--- config.mk ---
export PLATFORM = sky130hd
export DESIGN_NAME = nibble_link
export DESIGN_NICKNAME = d
export VERILOG_FILES = /design/src/rtl/nibble_link_pkg.sv /design/src/rtl/nibble_link_tx.sv /design/src/rtl/nibble_link_rx.sv /design/src/rtl/nibble_link.sv
export SDC_FILE = /design/constraint.sdc
export NUM_CORES = 1
export LEC_CHECK = 0
export BUFFER_PORTS_ARGS = -buffer_cell sky130_fd_sc_hd__buf_2
export CAP_MARGIN = 20
export CORE_MARGIN = 3
export CORE_UTILIZATION = 55
export CTS_CLUSTER_DIAMETER = 200
export DETAILED_ROUTE_END_ITERATION = 16
export PLACE_DENSITY = 0.77
export SYNTH_ARGS = -nofsm -noshare
export SYNTH_HDL_FRONTEND = slang
export SYNTH_SLANG_ARGS = --single-unit
--- constraint.sdc ---
create_clock -name clk -period 3.96 [get_ports clk]
set_input_delay 1.188 -clock clk [delete_from_list [all_inputs] [get_ports clk]]
set_output_delay 1.188 -clock clk [all_outputs]
set_load 0.02 [all_outputs]
--- src/rtl/nibble_link_pkg.sv ---
package nibble_link_pkg;
  localparam int NIB_W = 4;

  typedef enum logic {
    TX_IDLE = 1'b0,
    TX_RUN  = 1'b1
  } tx_st_e;
endpackage

--- src/rtl/nibble_link_tx.sv ---
module nibble_link_tx #(
  parameter int WORD_W   = 48,
  parameter int NARROW_W = 32,
  parameter int HALF_CYC = 3
) (
  input  logic                              clk,
  input  logic                              rst_n,
  input  logic                              en,
  input  logic                              dbl,
  input  logic                              wide,
  input  logic                              s_valid,
  output logic                              s_ready,
  input  logic [WORD_W-1:0]                 s_data,
  output logic                              lk_clk,
  output logic [nibble_link_pkg::NIB_W-1:0] lk_dat,
  input  logic                              lk_ack
);
  import nibble_link_pkg::*;

  localparam int NIB = NIB_W;
  localparam int HP  = (HALF_CYC < 3) ? 3 : HALF_CYC;
  localparam int NWD = WORD_W / NIB;
  localparam int NNR = NARROW_W / NIB;
  localparam int EW  = $clog2(2 * NWD + 1);
  localparam int PW  = $clog2(HP + 1);

  tx_st_e            st;
  logic [WORD_W-1:0] buf_d, sh;
  logic              buf_v, clk_q, ack_r;
  logic [NIB-1:0]    dat_q;
  logic [EW-1:0]     edg, edg_total;
  logic [PW-1:0]     ph;

  assign edg_total = dbl ? (wide ? EW'(NWD) : EW'(NNR))
                         : (wide ? EW'(2 * NWD) : EW'(2 * NNR));
  assign s_ready = en && !buf_v;
  assign lk_clk  = clk_q;
  assign lk_dat  = dat_q;

  always_ff @(posedge clk) begin
    if (!rst_n) begin
      st    <= TX_IDLE;
      buf_d <= '0;
      buf_v <= 1'b0;
      sh    <= '0;
      clk_q <= 1'b0;
      dat_q <= '0;
      ack_r <= 1'b0;
      edg   <= '0;
      ph    <= '0;
    end else begin
      ack_r <= lk_ack;
      if (s_valid && s_ready) begin
        buf_d <= s_data;
        buf_v <= 1'b1;
      end
      case (st)
        TX_IDLE: begin
          if (en && buf_v && ack_r) begin
            st    <= TX_RUN;
            buf_v <= 1'b0;
            dat_q <= buf_d[NIB-1:0];
            sh    <= buf_d >> NIB;
            clk_q <= 1'b1;
            edg   <= EW'(1);
            ph    <= '0;
          end
        end
        TX_RUN: begin
          if (ph == PW'(HP - 1)) begin
            ph <= '0;
            if (edg == edg_total) begin
              st <= TX_IDLE;
            end else begin
              clk_q <= ~clk_q;
              edg   <= edg + EW'(1);
              if (dbl || !clk_q) begin
                dat_q <= sh[NIB-1:0];
                sh    <= sh >> NIB;
              end
            end
          end else begin
            ph <= ph + PW'(1);
          end
        end
        default: st <= TX_IDLE;
      endcase
    end
  end


  property p_start_needs_ack;
    @(posedge clk) disable iff (!rst_n) $rose(st == TX_RUN) |-> $past(ack_r);
  endproperty
  start_after_ack_chk: assert property (p_start_needs_ack);


  property p_level_min;
    @(posedge clk) disable iff (!rst_n) !$stable(clk_q) |=> $stable(clk_q);
  endproperty
  link_level_hold_chk: assert property (p_level_min);


  property p_idle_low;
    @(posedge clk) disable iff (!rst_n) (st == TX_IDLE) |-> !lk_clk;
  endproperty
  idle_clock_low_chk: assert property (p_idle_low);


  property p_single_slot;
    @(posedge clk) disable iff (!rst_n) (s_valid && s_ready) |=> !s_ready;
  endproperty
  slot_fill_chk: assert property (p_single_slot);
endmodule

--- src/rtl/nibble_link_rx.sv ---
module nibble_link_rx #(
  parameter int WORD_W   = 48,
  parameter int NARROW_W = 32
) (
  input  logic                              clk,
  input  logic                              rst_n,
  input  logic                              en,
  input  logic                              dbl,
  input  logic                              wide,
  input  logic                              lk_clk,
  input  logic [nibble_link_pkg::NIB_W-1:0] lk_dat,
  output logic                              lk_ack,
  output logic                              m_valid,
  input  logic                              m_ready,
  output logic [WORD_W-1:0]                 m_data
);
  import nibble_link_pkg::*;

  localparam int NIB = NIB_W;
  localparam int NWD = WORD_W / NIB;
  localparam int NNR = NARROW_W / NIB;
  localparam int CW  = $clog2(NWD);

  logic              clk_r, clk_rr;
  logic [NIB-1:0]    dat_r;
  logic [WORD_W-1:0] sh, hold;
  logic              asm_full, hold_v, cap, move;
  logic [CW-1:0]     cnt, last;

  assign last    = wide ? CW'(NWD - 1) : CW'(NNR - 1);
  assign cap     = en && (clk_r ^ clk_rr) && (dbl || clk_r) && !asm_full;
  assign move    = asm_full && (!hold_v || m_ready);
  assign lk_ack  = en && !(asm_full && hold_v);
  assign m_valid = en && hold_v;
  assign m_data  = hold;

  always_ff @(posedge clk) begin
    if (!rst_n) begin
      clk_r    <= 1'b0;
      clk_rr   <= 1'b0;
      dat_r    <= '0;
      sh       <= '0;
      hold     <= '0;
      asm_full <= 1'b0;
      hold_v   <= 1'b0;
      cnt      <= '0;
    end else begin
      clk_r  <= lk_clk;
      clk_rr <= clk_r;
      dat_r  <= lk_dat;
      if (cap) begin
        if (cnt == '0) sh <= WORD_W'(dat_r);
        else           sh[NIB*cnt +: NIB] <= dat_r;
        if (cnt == last) begin
          cnt      <= '0;
          asm_full <= 1'b1;
        end else begin
          cnt <= cnt + CW'(1);
        end
      end
      if (move) begin
        hold     <= sh;
        hold_v   <= 1'b1;
        asm_full <= 1'b0;
      end else if (hold_v && m_ready) begin
        hold_v <= 1'b0;
      end
    end
  end


  property p_out_hold;
    @(posedge clk) disable iff (!rst_n)
      (m_valid && !m_ready) |=> (m_valid && $stable(m_data));
  endproperty
  out_stable_chk: assert property (p_out_hold);


  property p_asm_keep;
    @(posedge clk) disable iff (!rst_n)
      (asm_full && hold_v && !m_ready) |=> (asm_full && $stable(sh));
  endproperty
  asm_keep_chk: assert property (p_asm_keep);


  property p_ack_low_when_full;
    @(posedge clk) disable iff (!rst_n)
      (asm_full && hold_v && !m_ready) |=> !lk_ack;
  endproperty
  ack_full_chk: assert property (p_ack_low_when_full);
endmodule

--- src/rtl/nibble_link.sv ---
module nibble_link #(
  parameter int WORD_W   = 48,
  parameter int NARROW_W = 32,
  parameter int HALF_CYC = 3
) (
  input  logic              clk,
  input  logic              rst_n,
  input  logic              cfg_tx,
  input  logic              cfg_dbl,
  input  logic              cfg_wide,
  input  logic              s_valid,
  output logic              s_ready,
  input  logic [WORD_W-1:0] s_data,
  output logic              m_valid,
  input  logic              m_ready,
  output logic [WORD_W-1:0] m_data,
  output logic              lnk_clk_o,
  output logic [3:0]        lnk_dat_o,
  input  logic              lnk_ack_i,
  input  logic              lnk_clk_i,
  input  logic [3:0]        lnk_dat_i,
  output logic              lnk_ack_o
);
  nibble_link_tx #(
    .WORD_W(WORD_W), .NARROW_W(NARROW_W), .HALF_CYC(HALF_CYC)
  ) u_tx (
    .clk(clk), .rst_n(rst_n), .en(cfg_tx), .dbl(cfg_dbl), .wide(cfg_wide),
    .s_valid(s_valid), .s_ready(s_ready), .s_data(s_data),
    .lk_clk(lnk_clk_o), .lk_dat(lnk_dat_o), .lk_ack(lnk_ack_i)
  );

  nibble_link_rx #(
    .WORD_W(WORD_W), .NARROW_W(NARROW_W)
  ) u_rx (
    .clk(clk), .rst_n(rst_n), .en(!cfg_tx), .dbl(cfg_dbl), .wide(cfg_wide),
    .lk_clk(lnk_clk_i), .lk_dat(lnk_dat_i), .lk_ack(lnk_ack_o),
    .m_valid(m_valid), .m_ready(m_ready), .m_data(m_data)
  );


  property p_role_quiet;
    @(posedge clk) disable iff (!rst_n)
      cfg_tx |-> (!m_valid && !lnk_ack_o);
  endproperty
  role_quiet_chk: assert property (p_role_quiet);
endmodule

# [Word-level counts from Yosys, hierarchy flattened]
# Index checks and enable logic that the tools add are counted.
[op_classes] n_addsub=4 n_eq_ne=7 shifts=2 n_mux=37 bitwise=4 n_reduce_logical=27
[op_table] cell="two-way mux 48 bit" n=5
[op_table] cell="one-hot mux 48 bit (2 select lines)" n=1
[op_table] cell="bitwise mux 48 bit" n=1
[op_table] cell="variable shift 4 x 34 -> 48 bit, first input constant" n=1
[op_table] cell="variable part select 4 x 34 -> 48 bit" n=1
[op_table] cell="negator 6 -> 34 bit" n=1
[op_table] cell="two-way mux 4 bit" n=7
[op_table] cell="two-way mux 5 bit" n=4
[op_table] cell="logical AND 1 bit" n=12
[op_table] cell="two-way mux 1 bit" n=11
[op_table] cell="one-hot mux 5 bit (2 select lines)" n=1
[op_table] cell="one-hot mux 4 bit (2 select lines)" n=1
[op_table] cell="zero test 1 bit" n=6
[op_table] cell="inequality test 2 bit, second input constant" n=3
[op_table] cell="adder 5 x 1 -> 5 bit, second input constant" n=1
[op_table] cell="== test 5 bit" n=1
[op_table] cell="adder 4 x 1 -> 4 bit, second input constant" n=1
[op_table] cell="== test 4 bit" n=1
[op_table] cell="zero test 4 bit" n=1
[op_table] cell="two-way mux 2 bit" n=2
[op_table] cell="one-hot mux 1 bit (2 select lines)" n=2
[op_table] cell="one-hot mux 2 bit (2 select lines)" n=1
[op_table] cell="AND reduction 4 bit" n=1
[op_table] cell="logical OR 1 bit" n=3
[op_table] cell="other kinds (10)" n=12
[word_totals] reg_bits=219 word_cells=98

# [Longest topological paths before layout]
# Gate-level depths: netlist of run 1.
[logic_depth] word_depth=6 ltp_mapped=8 ltp_nobuf=7

# [Hierarchy]
# From an unflattened synthesis of run 1, not the netlist that was laid out.
[hier_totals] cells_unflattened=1029 area_unflattened_um2=9002.4
[by_module_without_submodules] mod="nibble_link_tx" n_inst=1 cells_each=542 area_each_um2=4787.1 seq_area_each_um2=2142.1
[by_module_without_submodules] mod="nibble_link_rx" n_inst=1 cells_each=486 area_each_um2=4211.5 seq_area_each_um2=2162.1
[by_module_without_submodules] mod="nibble_link" n_inst=1 cells_each=1 area_each_um2=3.8 seq_area_each_um2=0.0

# [Least setup slack after synthesis of run 1]
# OpenSTA, ideal clock, no wires.
[synth_path] path_type="input to output" from="in cfg_tx" to="out s_ready" t_arrival_ns=1.566 path_slack_ns=1.206 stages=1 n_path_buf=0 cell_sequence="nor2b_1"
[synth_via] elab_chain_len=1
[synth_rtl] element="start, declared" line="nibble_link.sv:8" text="input logic cfg_tx,"
[synth_rtl] element="logical AND 1 bit" line="nibble_link_tx.sv:36" text="assign s_ready = en && !buf_v;"
[synth_rtl] element="end, declared" line="nibble_link.sv:12" text="output logic s_ready,"
# Every way passes these cells.

# [Final worst setup path of run 1]
# Ends and elaborated chain as after synthesis.

==> metrics.md, run 1 <==
| Metric | Value |
|---|---|
| Fin crit period | `3.02 ns` |
| Synth Instances | `952` |
| Vias per cell | `5.57` |
| Worst Path Arrival | `1.83 ns` |
| Setup Fix Bufs, Post-CTS | `0` |
| Sequential power share | `between 50 and 60%` |
| Number of flops mapped to enable cells by yosys | `0` |
| Clock tree sinks | `215` |
| DR iter-0 viols | `430` |
| Routed length per placed instance | `15.0 µm` |
| TritonCTS clock tree | `built` |
| # port buffers | `116` |
| # setup viols final | `0` |
| Antenna violations before repair | `1` |
| CP Max Fanout | `6` |
| Total negative slack | `0 ns` |
| CTS clk-pin slew, worst paths | `0.06 ns` |
| CP startpoint kind | `input port` |
| Final hold violation count | `0` |
| Total Wirelength | `18.4 mm` |
| Internal power | `between 3 and 4 mW` |
| GRT Resource Usage Total | `roughly 22%` |
| Floorplan die height | `between 100 and 150 µm` |
| Most common cell after layout, fill and taps aside | `nand2_1` |
| Cell area after synthesis | `8380 µm²` |
| Fill count | `1241` |
| Global-route wire length before repair | `30.7 mm` |
| Dpl hpwl | `12.1 mm` |
| Worst skew pair latency | `just under 0.5 ns` |
| I/O pins | `117` |
| Period utilisation layout | `roughly three quarters` |
| Final Skew | `0.00712 ns` |
| Power per cell area | `about 460 nW/µm²` |
| Logic pwr share | `5.0%` |
| Drt pass-1 iters | `5` |
| Die W | `129 µm` |
| Post-CTS Hold Buffers | `0` |
| Post-cts repair resize count | `0` |
| VDD IR max | `approximately 0.36 mV` |
| Vias in the first global route | `6262` |
| Yosys reg bits | `215` |
| Pin count of the biggest net entering global routing | `about 80` |
| Status | `finished, final reports clean` |
| Worst Hold Class | `reg -> reg` |
| Clock share of power | `44.6%` |
| # H-tree levels | `1` |
| Max Clk Rate | `332 MHz` |
| Sequential share of the synthesized area | `51.4%` |
| Starting density of the core | `57.0%` |
| Post-synth cell types | `52` |
| Most frequent cells in the layout | `226 x nand2_1, 214 x dfxtp_1, 145 x a21oi_1` |
| Mean post-synth cell area | `around 8.8 µm²` |
| Top FF cell, synth | `dfxtp_1` |
| CTS Buf Count | `22` |
| Core Region | `around 15000 µm²` |
| Final Net Count | `1103` |
| RSZ-0062 raised after global routing | `false` |
| DIE AREA | `between 15000 and 20000 µm²` |
| Slew @ Worst Pin | `0.850 ns` |
| Ys async rst share | `0%` |
| Warnings, synthesis | `0` |
| Root Driver | `clkbuf_16` |
| Slew HR | `43.3%` |
| Post-synth net total | `1018` |
| Number of remaining DRC errors | `0` |
| CP required | `2.77 ns` |
| Leak | `3.55 nW` |
| Critical Path Sink Type | `output pin` |
| Sw Ratio | `~22%` |
| # placed instances | `1197` |
| Fraction of layout cells with a size suffix above 1 | `17.9%` |
| Layout Cells excl Fill | `1233` |
| Switching pwr | `between 0.9 and 1 mW` |
| Gr ovfl total | `0` |
| CTS Buffer Depth | `3` |
| Syn-to-layout area delta | `16.0%` |
| Critical path class | `in -> out` |
| Max-capacitance violation count | `0` |
| Diode count | `0` |
| DR vias | `6864` |
| Post-route ant nets | `0` |
| Max-slew violations | `0` |
| Gpl congestion | `0.845` |
| Site row count | `44` |
==> power by group through the flow <==
stage | combinational [mW] | clock (mW) | sequential (mW)
3_5_place_dp | 0.220 | 0 | 2.28
5_1_grt | 0.248 | 2.09 | 2.23
6_report | 0.220 | 1.97 | 2.23
4_1_cts | 0.221 | 2.00 | 2.23
3_3_place_gp | 0.216 | 0 | 2.28
2_1_floorplan | 0.149 | 0 | 2.27
==> path summary, 6_finish.rpt <==
kind,cells past startpoint,startpoint,end,slack (ns)
setup / recovery,3,cfg_tx,s_ready,0.94
hold / removal,2,u_rx.sh[13]$_SDFFE_PN0P_,u_rx.m_data[13]$_SDFFE_PN0P_,0.45
setup reg to reg,5,u_tx.st$_SDFF_PN0_,u_tx.sh[0]$_SDFFE_PN0P_,1.21
hold reg to reg,2,u_rx.sh[13]$_SDFFE_PN0P_,u_rx.m_data[13]$_SDFFE_PN0P_,0.45
==> synthesized netlist by cell type (all sizes together) (2+ instances only) <==
library cell / n / share of area, %
nand2: 226 / 10
dfxtp: 215 / 51
a21oi: 146 / 8.8
mux2i: 60 / 7.2
clkbuf: 45 / 2.0
a211oi: 43 / 4.8
nor2: 33 / 1.8
nand3: 31 / 1.9
o21ai: 26 / 1.6
buf: 22 / 1.4
and2: 12 / 0.90
inv: 11 / 0.49
o2bb2ai: 11 / 1.1
nand2b: 9 / 0.67
nor3: 6 / 0.36
ha: 5 / 0.75
a22o: 4 / 0.42
nand3b: 4 / 0.36
nand4: 4 / 0.30
nand4b: 4 / 0.42
o211a: 4 / 0.48
a22oi: 3 / 0.27
nor2b: 3 / 0.22
a21o: 2 / 0.18
a31oi: 2 / 0.15
and3: 2 / 0.15
nor3b: 2 / 0.18
o21a: 2 / 0.18
o21bai: 2 / 0.18
==> worst max-delay path, cell delays in order <==
cell and delay (ns):
buf_2 0.16, nor2b_1 0.25, buf_2 0.23
==> stage by stage <==
step                hold slack (ns)  power (mW)  setup WS, ns  instance area [µm²]  util (%)
global route                  0.466        4.57         0.908                 9720      66.1
finish                        0.448        4.42         0.944                 9720      66.1
detailed placement            0.443        2.50         0.834                 9020      61.4
CTS                           0.451        4.45         0.957                 9720      66.1
global placement              0.439        2.49         0.915                 9020      61.4
floorplan                     0.428        2.42          1.21                 8380         -
==> kinds of logic (layout without fill, tap and decap cells) <==
group | after synthesis | in the layout | share of synthesized area [%]
simple gates | 340 | 340 | 17.7
compound gates | 253 | 253 | 19.0
flops | 215 | 215 | 51.4
buf+inv | 78 | 175 | 3.90
mux | 60 | 60 | 7.17
fa+ha+maj | 5 | 5 | 0.747
xor+xnor | 1 | 1 | 0.105
==> layout make-up <==
type	instances	area (µm²)	area share, %
sequential	215	4310	44.3
multi-input combinational	659	3750	38.6
timing repair buffer	128	696	7.16
clock buffer	35	691	7.11
tap	184	230	2.37
inverter	11	43.8	0.451
clock inverter	1	5.00	0.0515
==> sequential cells by signal, summed over array words and instances (netlist names), 2 cells and up <==
signal / flops
u_tx.ph: 2
u_rx.m_data: 48
u_rx.sh: 48
u_tx.edg: 5
u_tx.buf_d: 48
u_tx.sh: 44
u_rx.dat_r: 4
u_tx.lk_dat: 4
u_rx.cnt: 4
==> metal layers <==
| layer | vias to the layer above | global-route usage (%) | part of all wire (%) |
|---|---|---|---|
| li1 | 3463 | - | - |
| met1 | 3230 | 31.4 | 48 |
| met2 | 140 | 35.2 | 46 |
| met3 | 29 | 3.54 | 4.2 |
| met4 | 2 | 4.77 | 1.8 |
| met5 | - | 0 | 0.070 |
Power figures use the tool's default switching activity.
==> run 2: changes to the inputs <==
--- a/config.mk
+++ b/config.mk
@@ -8,10 +8,10 @@
 export BUFFER_PORTS_ARGS = -buffer_cell sky130_fd_sc_hd__buf_2
 export CAP_MARGIN = 20
 export CORE_MARGIN = 3
-export CORE_UTILIZATION = 55
+export CORE_UTILIZATION = 51
 export CTS_CLUSTER_DIAMETER = 200
 export DETAILED_ROUTE_END_ITERATION = 16
-export PLACE_DENSITY = 0.77
+export PLACE_DENSITY = 0.75
 export SYNTH_ARGS = -nofsm -noshare
 export SYNTH_HDL_FRONTEND = slang
 export SYNTH_SLANG_ARGS = --single-unit
==> constraint.sdc (replaced) <==
create_clock -name clk -period 2.7 [get_ports clk]
set_input_delay 0.81 -clock clk [delete_from_list [all_inputs] [get_ports clk]]
set_output_delay 0.81 -clock clk [all_outputs]
set_load 0.02 [all_outputs]
==> metrics.md, run 2 (same netlist as run 1, synthesis figures left out) <==
| Metric | Value |
|---|---|
| Logic pwr share | `4.8% (-0.2 points)` |
| Site row count | `46 (+4.5%)` |
| DR vias | `6803 (-0.89%)` |
| Internal power | `5.40 mW (+56%)` |
| Final worst setup slack | `0.414 ns (-0.530 ns)` |
| Final hold violation count | `0 (unchanged)` |
| Sw Ratio | `21.4% (-0.26 points)` |
| Gr ovfl total | `0 (unchanged)` |
| Diode count | `0 (unchanged)` |
| Post-layout util | `62.0% (-4.1 points)` |
| Routed length per placed instance | `14.7 µm (-1.6%)` |
| VDD IR max | `0.435 mV (+21%)` |
| Antenna violations before repair | `1 (unchanged)` |
| # port buffers | `116 (unchanged)` |
| Status | `finished, final reports clean` |
| Max Clk Rate | `approximately 440 MHz` |
| Fill count | `1396 (+12%)` |
| Fraction of layout cells with a size suffix above 1 | `19.2% (+1.3 points)` |
| Max-slew violations | `0 (unchanged)` |
| Global-route wire length before repair | `31.3 mm (+1.9%)` |
| Starting density of the core | `52.4% (-4.6 points)` |
| Clock tree sinks | `215 (unchanged)` |
| Gpl congestion | `0.864 (+2.2%)` |
| Pin count of the biggest net entering global routing | `76 (-2.6%)` |
| Most frequent cells in the layout | `226 x nand2_1, 214 x dfxtp_1, 145 x a21oi_1` |
| CP required | `1.89 ns (-0.88 ns)` |
| RSZ-0062 raised after global routing | `false` |
| DIE AREA | `18000 µm² (+7.5%)` |
| TritonCTS clock tree | `built` |
| GRT Resource Usage Total | `20.5% (-1.4 points)` |
| CP startpoint kind | `input port` |
| Power per cell area | `692 nW/µm² (+52%)` |
| Slew HR | `53.1% (+9.8 points)` |
| Slew @ Worst Pin | `0.703 ns (-0.147 ns)` |
| CP Max Fanout | `6 (unchanged)` |
| Core Region | `16000 µm² (+8.9%)` |
| Most common cell after layout, fill and taps aside | `nand2_1` |
| Post-route ant nets | `0 (unchanged)` |
| Final Net Count | `1108 (+0.45%)` |
| Switching pwr | `1.47 mW (+53%)` |
| Post-CTS Hold Buffers | `0 (unchanged)` |
| Critical path class | `in -> out` |
| Leak | `3.63 nW (+2.3%)` |
| Area of the multi-input gates | `3760 µm² (+0.17%)` |
| # setup viols final | `0 (unchanged)` |
| Clock share of power | `47.6% (+3.0 points)` |
| Pre-CTS setup slack | `0.198 ns (-0.636 ns)` |
| Floorplan die height | `134 µm (+3.7%)` |
| Hold slack | `0.450 ns (+0.00132 ns)` |
| CTS Buffer Depth | `3 (unchanged)` |
| Critical Path Sink Type | `output pin` |
| Register area | `4310 µm² (unchanged)` |
| Syn-to-layout area delta | `18.4%` |
| Final Skew | `0.0112 ns (+0.00412 ns)` |
| Total negative slack | `0 ns (unchanged)` |
| Root Driver | `clkbuf_16` |
| CTS clk-pin slew, worst paths | `0.06 ns (about the same)` |
| Drt pass-1 iters | `4 (-1)` |
| Vias in the first global route | `6463 (+3.2%)` |
| Dpl hpwl | `12.5 mm (+3.6%)` |
| Die W | `134 µm (+3.7%)` |
| Worst skew pair latency | `0.50 ns (about the same)` |
| Post-cts repair resize count | `0 (unchanged)` |
| Max-capacitance violation count | `0 (unchanged)` |
| # H-tree levels | `1 (unchanged)` |
| Worst Path Arrival | `1.48 ns (-0.35 ns)` |
| I/O pins | `117 (unchanged)` |
| Worst Hold Class | `reg -> reg` |
| # placed instances | `1234 (+3.1%)` |
| Layout Cells excl Fill | `1274 (+3.3%)` |
| Sequential power share | `47.7% (-2.7 points)` |
| Vias per cell | `5.34 (-4.1%)` |
| Fin crit period | `roughly 2.3 ns` |
| Setup Fix Bufs, Post-CTS | `0 (unchanged)` |
| Total Wirelength | `18.7 mm (+1.6%)` |
| CTS Buf Count | `22 (unchanged)` |
| Number of remaining DRC errors | `0 (unchanged)` |
| Period utilisation layout | `84.7%` |
| DR iter-0 viols | `368 (-14%)` |
-- run 2: cell count changes in the layout (fill, tap and decap cells not counted), moves of 3 or more --
cell       previous run  this run
clkbuf_1              5         1
bufinv_16             0         4
clkinv_2              1         7
clkbuf_8              7         4
buf_4                10        14
-- run 2: critical path, stage by stage --
cell and delay (ns):
buf_2 0.16, nor2b_1 0.27, buf_2 0.23
-- run 2: layout make-up --
cell class,instances,share of cell area [%]
clock buffer,28,6.40
clock inverter,12,1.64
inverter,11,0.442
multi-input combinational,659,37.9
sequential,215,43.4
tap,216,2.72
timing repair buffer,133,7.52
-- run 2: per-layer routing --
| metal | vias to the layer above | GRT usage [%] | part of all wire (%) | wire [µm] |
|---|---|---|---|---|
| li1 | 3466 | - | - | - |
| met1 | 3150 | 27.8 | 46 | 8660 |
| met2 | 153 | 34.0 | 47 | 8750 |
| met3 | 32 | 3.34 | 4.9 | 924 |
| met4 | 2 | 5.60 | 2.1 | 401 |
| met5 | - | 0 | 0.043 | 8 |
-- run 2: per-stage QoR --
step	power, mW	instance area, µm²
5_1_grt	7.09	9920
3_3_place_gp	3.66	9120
4_1_cts	6.91	9920
3_5_place_dp	3.67	9120
2_1_floorplan	3.54	8380
6_report	6.86	9920
-- run 2: final timing paths --
kind	from	end	slack, ns	cells after the start
hold / removal	u_rx.m_data[45]$_SDFFE_PN0P_	u_rx.m_data[45]$_SDFFE_PN0P_	0.45	2
hold reg to reg	u_rx.m_data[45]$_SDFFE_PN0P_	u_rx.m_data[45]$_SDFFE_PN0P_	0.45	2
setup reg to reg	u_rx.cnt[0]$_SDFFE_PN0P_	u_rx.sh[30]$_SDFFE_PN0P_	0.53	6
setup / recovery	cfg_tx	s_ready	0.41	3
-- run 2: power by group through the flow --
stage / Combinational, mW / Sequential (mW) / Clock (mW)
2_1_floorplan: 0.218 / 3.33 / 0
3_3_place_gp: 0.322 / 3.34 / 0
3_5_place_dp: 0.328 / 3.34 / 0
4_1_cts: 0.329 / 3.27 / 3.31
5_1_grt: 0.370 / 3.28 / 3.44
6_report: 0.328 / 3.27 / 3.26
